$ cat src/rtl/pwm_cmp_bank.sv
module pwm_cmp_bank #(
  parameter int N  = 8,
  parameter int CW = 16,
  parameter int PW = 4,
  localparam int UW = (N > 1) ? $clog2(N) : 1
) (
  input  logic          clk,
  input  logic          rst_n,
  input  logic [CW-1:0] ref_cnt,
  input  logic          center_mode,
  input  logic          count_down,
  input  logic          period_end,
  input  logic          fault,
  input  logic          cfg_wr,
  input  logic          cfg_sel,
  input  logic [UW-1:0] cfg_unit,
  input  logic          cfg_en,
  input  logic [PW-1:0] cfg_pmax,
  input  logic [PW-1:0] cfg_ptgt,
  input  logic [CW-1:0] cfg_val,
  input  logic          cfg_dir,
  input  logic          sts_rd,
  output logic [N-1:0]  match_evt,
  output logic [N-1:0]  irq_flags,
  output logic [N-1:0]  upd_pend
);

  logic [N-1:0] hit_v, hit_q, en_v;
  wire  [N-1:0] rise = hit_v & ~hit_q;

  for (genvar u = 0; u < N; u++) begin : g_unit
    logic          a_en, a_dir, s_en, s_dir, pm, pv;
    logic [PW-1:0] a_pmax, a_ptgt, s_pmax, s_ptgt, pcnt;
    logic [CW-1:0] a_val, s_val;
    wire           sel_me = cfg_wr && (cfg_unit == UW'(u));

    always_ff @(posedge clk) begin
      if (!rst_n) begin
        {a_en, a_dir, s_en, s_dir, pm, pv} <= '0;
        {a_pmax, a_ptgt, s_pmax, s_ptgt, pcnt} <= '0;
        a_val <= '0;
        s_val <= '0;
      end else begin
        if (!a_en)
          pcnt <= '0;
        else if (period_end)
          pcnt <= (pcnt >= a_pmax) ? '0 : pcnt + 1'b1;
        if (period_end) begin
          if (pm) {a_en, a_pmax, a_ptgt} <= {s_en, s_pmax, s_ptgt};
          if (pv) {a_val, a_dir} <= {s_val, s_dir};
          pm <= 1'b0;
          pv <= 1'b0;
        end
        if (sel_me && !cfg_sel) begin
          {s_en, s_pmax, s_ptgt} <= {cfg_en, cfg_pmax, cfg_ptgt};
          pm <= 1'b1;
        end
        if (sel_me && cfg_sel) begin
          {s_val, s_dir} <= {cfg_val, cfg_dir};
          pv <= 1'b1;
        end
      end
    end

    assign hit_v[u] = a_en && !fault && (ref_cnt == a_val) && (pcnt == a_ptgt)
                      && (!center_mode || (count_down == a_dir));
    assign en_v[u]     = a_en;
    assign upd_pend[u] = pm | pv;

    p_disabled_quiet_r2: assert property (@(posedge clk) disable iff (!rst_n)
      !a_en |=> !match_evt[u]);
  end

  always_ff @(posedge clk) begin
    if (!rst_n) begin
      hit_q     <= '0;
      match_evt <= '0;
      irq_flags <= '0;
    end else begin
      hit_q     <= hit_v;
      match_evt <= rise;
      irq_flags <= (irq_flags & ~{N{sts_rd}}) | rise;
    end
  end

  p_single_pulse_r1: assert property (@(posedge clk) disable iff (!rst_n)
    (match_evt & $past(match_evt)) == '0);
  p_fault_blocks_r5: assert property (@(posedge clk) disable iff (!rst_n)
    fault |=> match_evt == '0);
  p_pend_clears_r8: assert property (@(posedge clk) disable iff (!rst_n)
    (period_end && !cfg_wr) |=> upd_pend == '0);
  p_irq_follows_r9: assert property (@(posedge clk) disable iff (!rst_n)
    (match_evt & ~irq_flags) == '0);
  p_enable_gates_r2: assert property (@(posedge clk) disable iff (!rst_n)
    (match_evt & ~$past(en_v)) == '0);

endmodule

$ cat config.mk
export PLATFORM = sky130hd
export DESIGN_NAME = pwm_cmp_bank
export DESIGN_NICKNAME = d
export VERILOG_FILES = /design/src/rtl/pwm_cmp_bank.sv
export SDC_FILE = /design/constraint.sdc
export NUM_CORES = 1
export LEC_CHECK = 0
export BUFFER_PORTS_ARGS = -buffer_cell sky130_fd_sc_hd__buf_2
export CORE_MARGIN = 10
export CORE_UTILIZATION = 56
export DETAILED_ROUTE_END_ITERATION = 6
export GPL_TIMING_DRIVEN = 0
export PLACE_DENSITY = 0.73
export SLEW_MARGIN = 20
export SYNTH_ARGS = -nofsm -noshare
export SYNTH_HDL_FRONTEND = slang
export SYNTH_SLANG_ARGS = --single-unit
$ cat constraint.sdc
create_clock -name clk -period 3.3 [get_ports clk]
set_input_delay 0.99 -clock clk [delete_from_list [all_inputs] [get_ports clk]]
set_output_delay 0.99 -clock clk [all_outputs]
set_load 0.01 [all_outputs]
==> flow_summary.toml, run 1 <==
[run_status]
status = "complete, no violations"

[power_and_ir_drop]
seq_power_share_pct = 48.4
p_per_area_nw_per_um2 = 526
switching_share_pct = 23.0
intPower_w = 0.00947
power.leakage_nw = 8.04
clkPwrFrac_pct = 46.1
switchingPower_w = 0.00282
peakVddDrop_mv = 0.425
combPwrFrac_pct = 5.5

[floorplan]
die_h_um = 214
ios = 78
start_util_pct = 57.1
die_w_um = 214
coreArea_um2 = 36800
std_cell_rows = 70
dieArea_um2 = 45600

[clock_network]
cts_htree_levels = 2
clkLatencyLatePin_ns = 0.58
cts_resized = 0
clkSinkCount = 488
clock_path_buffers = 3
root_buffer = "clkbuf_16"
cts_buffers = 49
cts_tree = "built"
hold_buffers = 0
postCtsSetupRepairBufs = 0
cts.clk_slew.worst_paths_ns = 0.06

[detailed_routing]
ant_nets = 0
drc_errors = 0
first_pass_iters = 5
vias = 16910
wl_per_cell_um = 20.7
drt_iter0_markers = 1542
viasPerCell = 5.62
wirelength_um = 62300

[global_routing]
globalRouteOverflowTotal = 0
grt_pass1_vias = 16507
antenna_found_initial = 1
grt.total_usage_pct = 27.2
grt_max_degree = 15
grt_pass1_wl_um = 93500

[setup_path]
worstSetupPathType = "in2reg"
crit_required_ns = 3.79
r2r_start = "g_unit[7].pcnt[3]"
r2r_slack_ns = 1.35
reg2regPathDepth = 5
end_kind = "flop"
crit_path_max_fanout = 8
worst_ep_arrival_time_ns = 3.27
cp-start-kind = "input pin"
timing.rr.end = "irq_flags[7]"

[hold_path]
hold_path.class = "reg2reg"
hold_end = "match_evt[7]"
worstHoldStart = "hit_q[7]"
whs_path_depth = 1

[cells_and_area]
final_nets = 2596
drive_above_1_share_pct = 7.17
mostFrequentLayoutCells = "nand2_1, dfxtp_1, a21boi_0"
area_growth_pct = 11.4
mostFrequentLayoutCell = "nand2_1"
stdcell_count = 3010
fin_util_pct = 63.5

[synthesis]
synth_top_cell_by_area = "dfxtp_1"
yosysUniqueCellTypes = 40
syn_avg_cell_area_um2 = 8.68
ys_seq_area_share_pct = 46.5
syn_nets = 2513
synth_area_leaders = "dfxtp_1, a21boi_0, nand2_1, xnor2_1, mux2i_1"
synthCells = 2419
yosys_warnings = 0
ys_ff_latch = 488
synth_area_um2 = 21000
synth_top_area_share_pct = 46.5

[flow_run]
drv_cap = 0

[sta]
grt_setup_unrepaired = "false"
finalSetupViolations = 0
final_max_slew_viol_count = 0
period_share_pct = 84.4
slew_headroom_pct = 16.4
finalClockSkew_ns = 0.0140
max_freq_mhz = 359
tightest_slew_ns = 1.25
hold_viol = 0
period_needed_ns = 2.78

[place]
dpl.hpwl_um = 44500
placed_cells = 2919
place.gp.congestion = 0.940
port_buffers = 32
## cells by family after synthesis
kind of cell | count (synthesis) | synth area share [%]
xor gates and xnor gates | 192 | 8.01
and+or+nand+nor | 1014 | 21.2
DFF | 488 | 46.5
AOI/OAI and AO/OA | 402 | 14.3
muxes | 71 | 3.39
buffers and inverters | 212 | 4.24
adders and majority gates | 40 | 2.38
## sequential cells by signal, indices dropped and copies added, names as in the netlist
register       flops
g_unit.s_dir       8
g_unit.a_en        8
irq_flags          8
g_unit.a_val     128
g_unit.a_dir       8
g_unit.pcnt       32
g_unit.pv          8
g_unit.s_pmax     32
g_unit.s_ptgt     32
g_unit.a_pmax     32
g_unit.s_val     128
hit_q              8
g_unit.pm          8
g_unit.a_ptgt     32
match_evt          8
g_unit.s_en        8
## power by group through the flow
| stage | Combinational (W) | Sequential (W) | Clock, W |
|---|---|---|---|
| final | 0.000677 | 0.00595 | 0.00567 |
| after global routing | 0.000706 | 0.00595 | 0.00593 |
| after CTS | 0.000660 | 0.00595 | 0.00571 |
| after detailed placement | 0.000657 | 0.00608 | 0 |
| after global placement | 0.000650 | 0.00608 | 0 |
| after floorplan | 0.000403 | 0.00607 | 0 |
## synthesized netlist by cell type
cell type,count
a2111o_1,1
a21boi_0,353
a21boi_1,12
a21o_1,8
a21oi_1,8
and2_1,8
and3_1,1
buf_1,1
buf_2,31
buf_4,13
buf_6,1
clkbuf_1,126
dfxtp_1,488
ha_1,40
inv_1,40
mux2i_1,71
nand2_1,691
nand2_2,1
nand2b_1,22
nand3_1,97
nand3_2,1
nand3b_2,1
nand4_1,37
nor2_1,42
nor2_2,3
nor2_4,6
nor2b_1,72
nor3_2,1
nor3_4,1
nor3b_2,1
nor4_1,19
o2111ai_1,8
o21a_1,4
o21ai_0,7
o21ai_1,1
or2_1,1
or2_2,8
or3_1,1
xnor2_1,126
xor2_1,66
## per-stage QoR
step                TNS, ns  hold slack (ns)  power [W]  setup WS [ns]  area (um^2)
floorplan                 0            0.387    0.00647           1.04        21000
global placement    -0.0332            0.389    0.00673        -0.0332        21700
detailed placement        0            0.396    0.00673         0.0711        21700
CTS                       0            0.404     0.0123          0.608        23400
global route              0            0.421     0.0126          0.544        23400
finish                    0            0.401     0.0123          0.515        23400
## worst max-delay path, cell delays in order
cell and delay (ns):
clkbuf_1 0.85, xnor2_1 0.23, nand4_1 0.12, nor4_1 0.44
nand3_1 0.40, o21ai_0 0.25
## worst max path at each step
stage,from,endpoint,slack [ns]
3_3_place_gp,ref_cnt[7],irq_flags[7],-0.03
2_1_floorplan,ref_cnt[5],irq_flags[3],1.04
4_1_cts,g_unit[3].pm,upd_pend[3],0.61
3_5_place_dp,ref_cnt[2],irq_flags[6],0.07
5_1_grt,g_unit[3].pm,upd_pend[3],0.54
6_report,ref_cnt[10],irq_flags[7],0.52
## layout make-up
| type | count | area (um^2) |
|---|---|---|
| Multi-Input combinational cell | 1719 | 10300 |
| Clock buffer | 71 | 1440 |
| Tap cell | 468 | 586 |
| Timing Repair Buffer | 32 | 160 |
| Fill cell | 3122 | 13400 |
| Buffer | 172 | 743 |
| Antenna cell | 2 | 5.00 |
| Inverter | 40 | 150 |
| Clock inverter | 18 | 193 |
| Sequential cell | 488 | 9770 |
## metal layers
layer	wire, um	vias to the layer above	track usage (%)
met5	0	-	0
met1	25700	8088	34.2
met4	3100	0	13.8
li1	-	8060	-
met2	28100	611	43.9
met3	5420	151	5.29
(Power assumes the default switching activity.)
==> run 2: changes to the inputs <==
--- a/config.mk
+++ b/config.mk
@@ -10,7 +10,7 @@
 export CORE_UTILIZATION = 56
 export DETAILED_ROUTE_END_ITERATION = 6
 export GPL_TIMING_DRIVEN = 0
-export PLACE_DENSITY = 0.73
+export PLACE_DENSITY = 0.76
 export SLEW_MARGIN = 20
 export SYNTH_ARGS = -nofsm -noshare
 export SYNTH_HDL_FRONTEND = slang
==> constraint.sdc (replaced) <==
create_clock -name clk -period 2.4 [get_ports clk]
set_input_delay 0.72 -clock clk [delete_from_list [all_inputs] [get_ports clk]]
set_output_delay 0.72 -clock clk [all_outputs]
set_load 0.01 [all_outputs]
==> run 2 against run 1 <==
- sequential cell count unchanged
- total power up 40%
- wire length up 1.1%
- combinational power up 39%
- highest routed layer unchanged
- setup slack worse by 0.46 ns
- critical endpoint is now upd_pend[3]
- sequential share of layout area down 0.16 points
- global-route usage up 0.13 points
- die area unchanged
- via count up 0.65%
- clock skew down 0.0053 ns
- non-clock buffer count unchanged
- largest cell class unchanged
==> flow_summary.toml, run 2 (synthesis gave the netlist of run 1 again) <==
[setup_path]
crit_path_max_fanout = 10
worstSetupPathType = "reg2out"
crit_required_ns = 1.68
worst_ep_arrival_time_ns = 1.63
cp-start-kind = "flop"
end_kind = "primary output"

[clock_network]
cts.clk_slew.worst_paths_ns = 0.06
cts_resized = 3
clkSinkCount = 488
cts_buffers = 50
hold_buffers = 0
cts_htree_levels = 2
clkLatencyLatePin_ns = 0.60
postCtsSetupRepairBufs = 0
clock_path_buffers = 3
cts_tree = "built"
root_buffer = "clkbuf_16"

[global_routing]
grt_pass1_wl_um = 94300
grt.total_usage_pct = 27.3
globalRouteOverflowTotal = 0
antenna_found_initial = 3
grt_max_degree = 16
grt_pass1_vias = 16364

[floorplan]
coreArea_um2 = 36800
ios = 78
die_h_um = 214
start_util_pct = 57.1
std_cell_rows = 70
die_w_um = 214
dieArea_um2 = 45600

[power_and_ir_drop]
power.leakage_nw = 8.09
p_per_area_nw_per_um2 = 735
seq_power_share_pct = 47.4
switchingPower_w = 0.00396
intPower_w = 0.0133
switching_share_pct = 23.0
peakVddDrop_mv = 0.619
combPwrFrac_pct = 5.5
power.total_w = 0.0173
clkPwrFrac_pct = 47.2

[detailed_routing]
vias = 17020
wirelength_um = 63000
drc_errors = 0
first_pass_iters = 6
viasPerCell = 5.65
ant_nets = 0
drt_iter0_markers = 1616
wl_per_cell_um = 20.9

[place]
dpl.hpwl_um = 44000
port_buffers = 32
dpl-instance-area_um2 = 21700
place.gp.congestion = 0.917
placed_cells = 2919

[sta]
finalClockSkew_ns = 0.00870
finalSetupViolations = 0
tightest_slew_ns = 1.18
period_needed_ns = 2.35
final_max_slew_viol_count = 0
period_share_pct = 97.8
setup-tns-final_ns = 0
hold_viol = 0
slew_headroom_pct = 21.3
max_freq_mhz = 426
grt_setup_unrepaired = "false"

[cells_and_area]
reg_top3 = "g_unit.a_val (128), g_unit.s_val (128)"
mostFrequentLayoutCells = "nand2_1, dfxtp_1, a21boi_0"
mostFrequentLayoutCell = "nand2_1"
drive_above_1_share_pct = 7.44
final_nets = 2597
fin_util_pct = 63.8
stdcell_count = 3011
stdcell_area_um2 = 23500
area_growth_pct = 11.8

[run_status]
status = "complete, no violations"

[hold_path]
hold_path.class = "reg2reg"

[flow_run]
drv_cap = 0
-- run 2: changes by cell type in the layout (fill, tap and decap cells not counted), moves of 4 or more --
cell       previous run  this run
clkbuf_8             13         6
clkbuf_2              2        12
clkbuf_16            49        53
clkinv_2             13         7
clkbuf_1            133       126
-- run 2: layout make-up --
cell class / count / area (um^2)
Tap cell: 468 / 586
Timing Repair Buffer: 32 / 160
Clock buffer: 71 / 1450
Clock inverter: 18 / 255
Fill cell: 3166 / 13300
Multi-Input combinational cell: 1719 / 10300
Inverter: 40 / 150
Buffer: 172 / 756
Sequential cell: 488 / 9770
Antenna cell: 3 / 7.51
-- run 2: worst paths after layout --
kind | slack, ns | to | from | depth (start not counted)
max | 0.05 | upd_pend[3] | g_unit[3].pm | 3
min reg2reg | 0.40 | match_evt[6] | hit_q[6] | 1
min | 0.40 | match_evt[6] | hit_q[6] | 1
max reg2reg | 0.37 | irq_flags[7] | g_unit[7].pcnt[2] | 5
-- run 2: metrics by stage --
step           setup slack, ns  hold slack, ns
2_1_floorplan            0.407           0.387
3_3_place_gp            -0.671           0.389
3_5_place_dp            -0.494           0.392
6_report                0.0525           0.400
4_1_cts                 0.0169           0.400
5_1_grt                 0.0115           0.409
-- run 2: power by group through the flow --
stage | clock, W | combinational, W | sequential (W)
3_5_place_dp | 0 | 0.000918 | 0.00836
6_report | 0.00814 | 0.000943 | 0.00818
5_1_grt | 0.00849 | 0.000979 | 0.00818
3_3_place_gp | 0 | 0.000907 | 0.00835
2_1_floorplan | 0 | 0.000553 | 0.00835
4_1_cts | 0.00817 | 0.000922 | 0.00818
-- run 2: layer usage --
metal | global-route usage [%] | vias to the layer above | share of wire (%)
met3 | 4.88 | 173 | 8.3
met5 | 0 | - | 0
met1 | 34.3 | 8151 | 41
li1 | - | 8074 | -
met2 | 44.5 | 622 | 46
met4 | 13.9 | 0 | 5.5
-- run 2: critical path: stages (launching register included) --
cell and delay [ns]:
dfxtp_1 0.32, clkbuf_2 0.20, or2_2 0.36, buf_2 0.16
==> run 3: changes to the inputs <==
--- a/config.mk
+++ b/config.mk
@@ -5,12 +5,14 @@
 export SDC_FILE = /design/constraint.sdc
 export NUM_CORES = 1
 export LEC_CHECK = 0
+export ABC_AREA = 1
 export BUFFER_PORTS_ARGS = -buffer_cell sky130_fd_sc_hd__buf_2
 export CORE_MARGIN = 10
 export CORE_UTILIZATION = 56
 export DETAILED_ROUTE_END_ITERATION = 6
 export GPL_TIMING_DRIVEN = 0
 export PLACE_DENSITY = 0.76
+export RECOVER_POWER = 100
 export SLEW_MARGIN = 20
 export SYNTH_ARGS = -nofsm -noshare
 export SYNTH_HDL_FRONTEND = slang
==> run 3 against run 2 <==
- the flow now finishes with violations (negative setup slack)
- cell count grew 15%
- via count increased by 17%
- worst hold slack improved by 0.044 ns
- synthesized cell count up 17%
- first-iteration DRC count rose by 48%
- final area down 1.6%
- fmax decreased by 5.8%
- sequential power up 0.9%
- setup slack got worse by 0.14 ns
- utilization fell by 0.43 points
- critical path type is now in2reg
- clock-buffer cell count rose by 7
- total power grew 0.73%
==> flow_summary.toml, run 3 <==
[clock_network]
clock_path_buffers = 3
postCtsSetupRepairBufs = 0
hold_buffers = 0
clkLatencyLatePin_ns = 0.59
cts_tree = "built"
cts_buffers = 51
cts.clk_slew.worst_paths_ns = 0.06
cts_resized = 0
clkSinkCount = 488
cts_htree_levels = 2
root_buffer = "clkbuf_16"

[detailed_routing]
ant_nets = 0
first_pass_iters = 6
drc_errors = 0
viasPerCell = 5.78
vias = 19952
wirelength_um = 73700
wl_per_cell_um = 21.3
drt_iter0_markers = 2393

[setup_path]
crit_required_ns = 2.94
crit_path_max_fanout = 9
worstSetupPathType = "in2reg"
end_kind = "flop"
worst_ep_arrival_time_ns = 3.03
r2r_slack_ns = 0.82
reg2regPathDepth = 8
r2r_start = "g_unit[3].pcnt[1]"
timing.rr.end = "irq_flags[3]"
cp-start-kind = "input pin"

[synthesis]
synth-edff-count = 0
ys_seq_area_share_pct = 47.4
syn_nets = 2928
synth_top_area_share_pct = 47.4
synth_common_cells = "nand2_1, dfxtp_1, a21oi_1, o21ai_0, inv_1"
syn_avg_cell_area_um2 = 7.27
ys_ff_latch = 488
yosysUniqueCellTypes = 29
synth_top_cell_by_area = "dfxtp_1"
synthCells = 2834
synth_area_leaders = "dfxtp_1, a21oi_1, nand2_1, o21ai_0, inv_1"
synth_ff_type = "dfxtp_1"
synthMostInstantiatedCell = "nand2_1"
synth_area_um2 = 20600
ys_async_sr_fraction_pct = 0
yosys_warnings = 0

[power_and_ir_drop]
switching_share_pct = 24.5
peakVddDrop_mv = 0.537
power.total_w = 0.0174
intPower_w = 0.0131
power.leakage_nw = 9.14
combPwrFrac_pct = 6.9
switchingPower_w = 0.00426
seq_power_share_pct = 47.5
clkPwrFrac_pct = 45.6
p_per_area_nw_per_um2 = 753

[sta]
hold_viol = 0
grt_setup_unrepaired = "false"
period_share_pct = 104
tightest_slew_ns = 1.05
finalClockSkew_ns = 0.0157
finalSetupViolations = 3
final.setup.worst_slack_ns = -0.0922
slew_headroom_pct = 29.9
max_freq_mhz = 401
period_needed_ns = 2.49
whs_ns = 0.444
final_max_slew_viol_count = 0

[run_status]
violations = "negative setup slack"
status = "finished with violations"

[global_routing]
use_met2_pct = 49.0
antenna_found_initial = 4
use_met3_pct = 7.25
grt_max_degree = 14
grt_pass1_wl_um = 109000
grt.total_usage_pct = 32.2
globalRouteOverflowTotal = 0
grt_pass1_vias = 18585
use_met1_pct = 40.1
busiest_layer = "met2"

[hold_path]
worstHoldStart = "g_unit[6].s_val[14]"
hold_end = "g_unit[6].a_val[14]"
hold_path.class = "reg2reg"
whs_path_depth = 2

[place]
dpl.hpwl_um = 51400
port_buffers = 60
place.gp.congestion = 0.987

[cells_and_area]
drive_above_1_share_pct = 6.47
final_nets = 3041
reg_top3 = "g_unit.a_val (128), g_unit.s_val (128)"
mostFrequentLayoutCells = "nand2_1, dfxtp_1, a21oi_1"
fillerInstances = 3308
mostFrequentLayoutCell = "nand2_1"
area_growth_pct = 12.1
fin_util_pct = 63.4

[floorplan]
coreArea_um2 = 36400
die_w_um = 212
std_cell_rows = 70
die_h_um = 212
start_util_pct = 56.6
ios = 78
dieArea_um2 = 44900

[flow_run]
drv_cap = 0
## run 3: cell types whose count changed after synthesis, moves of 22 or more
cell      before  now
a21boi_0     353    0
a21oi_1        8  440
clkbuf_1     126   72
inv_1         40  338
mux2i_1       71    0
nand2_1      691  585
nand2b_1      22    0
nand3_1       97  144
nor2_1        42  180
nor2b_1       72    0
o21ai_0        7  368
xnor2_1      126   13
xor2_1        66   10
## run 3: worst max path at each step
stage / cells past startpoint / slack [ns] / endpoint / start
after CTS: 9 / 0.13 / irq_flags[4] / ref_cnt[7]
after global placement: 9 / -0.48 / irq_flags[4] / ref_cnt[7]
after global routing: 9 / 0.01 / match_evt[4] / ref_cnt[7]
after detailed placement: 9 / -0.47 / match_evt[4] / ref_cnt[7]
after floorplan: 6 / 0.67 / g_unit[5].a_en / period_end
final: 9 / -0.09 / match_evt[4] / ref_cnt[7]
## run 3: layer usage
metal	up-vias	routed length, um	share of wire (%)
met2	1121	31700	43
met1	9134	28100	38
met4	0	5700	7.7
met5	-	0	0
li1	9406	-	-
met3	291	8150	11
## run 3: through the flow
step | instance area, um^2 | instances | setup WS (ns) | TNS (ns)
after floorplan | 20600 | 2834 | 0.670 | 0
final | 23100 | 3453 | -0.0922 | -0.185
after global placement | 21500 | 3362 | -0.480 | -8.15
after detailed placement | 21500 | 3362 | -0.471 | -8.57
after CTS | 23200 | 3450 | 0.133 | 0
after global routing | 23100 | 3451 | 0.0120 | 0
## run 3: area by class of cell
cell class	count	area (um^2)	share of cell area, %
Timing Repair Buffer	60	269	1.17
Inverter	347	1300	5.64
Buffer	149	677	2.93
Multi-Input combinational cell	1850	8810	38.2
Tap cell	468	586	2.54
Clock inverter	10	106	0.461
Clock buffer	78	1560	6.75
Sequential cell	488	9770	42.3
Antenna cell	3	7.51	0.0325
## run 3: power groups by stage
| stage | Combinational [W] | Clock [W] | Sequential, W |
|---|---|---|---|
| floorplan | 0.000623 | 0 | 0.00841 |
| global placement | 0.00113 | 0 | 0.00843 |
| detailed placement | 0.00114 | 0 | 0.00843 |
| CTS | 0.00115 | 0.00791 | 0.00825 |
| global route | 0.00126 | 0.00826 | 0.00826 |
| finish | 0.00120 | 0.00793 | 0.00825 |
## run 3: cell families after synthesis
family	after synthesis	synth area share [%]
AO/OA/AOI/OAI	826	20.2
XOR/XNOR	23	0.978
adder cells (fa/ha/maj)	40	2.43
buffers and inverters	496	9.81
flip-flops	488	47.4
AND/OR/NAND/NOR	961	19.2
## run 3: worst max-delay path: stages
cell	delay, ns
buf_4	0.24
clkinv_1	0.77
nand2_1	0.36
nand2_1	0.08
nor2_1	0.15
nand2_1	0.07
nor2_1	0.34
nand4_1	0.19
inv_1	0.09
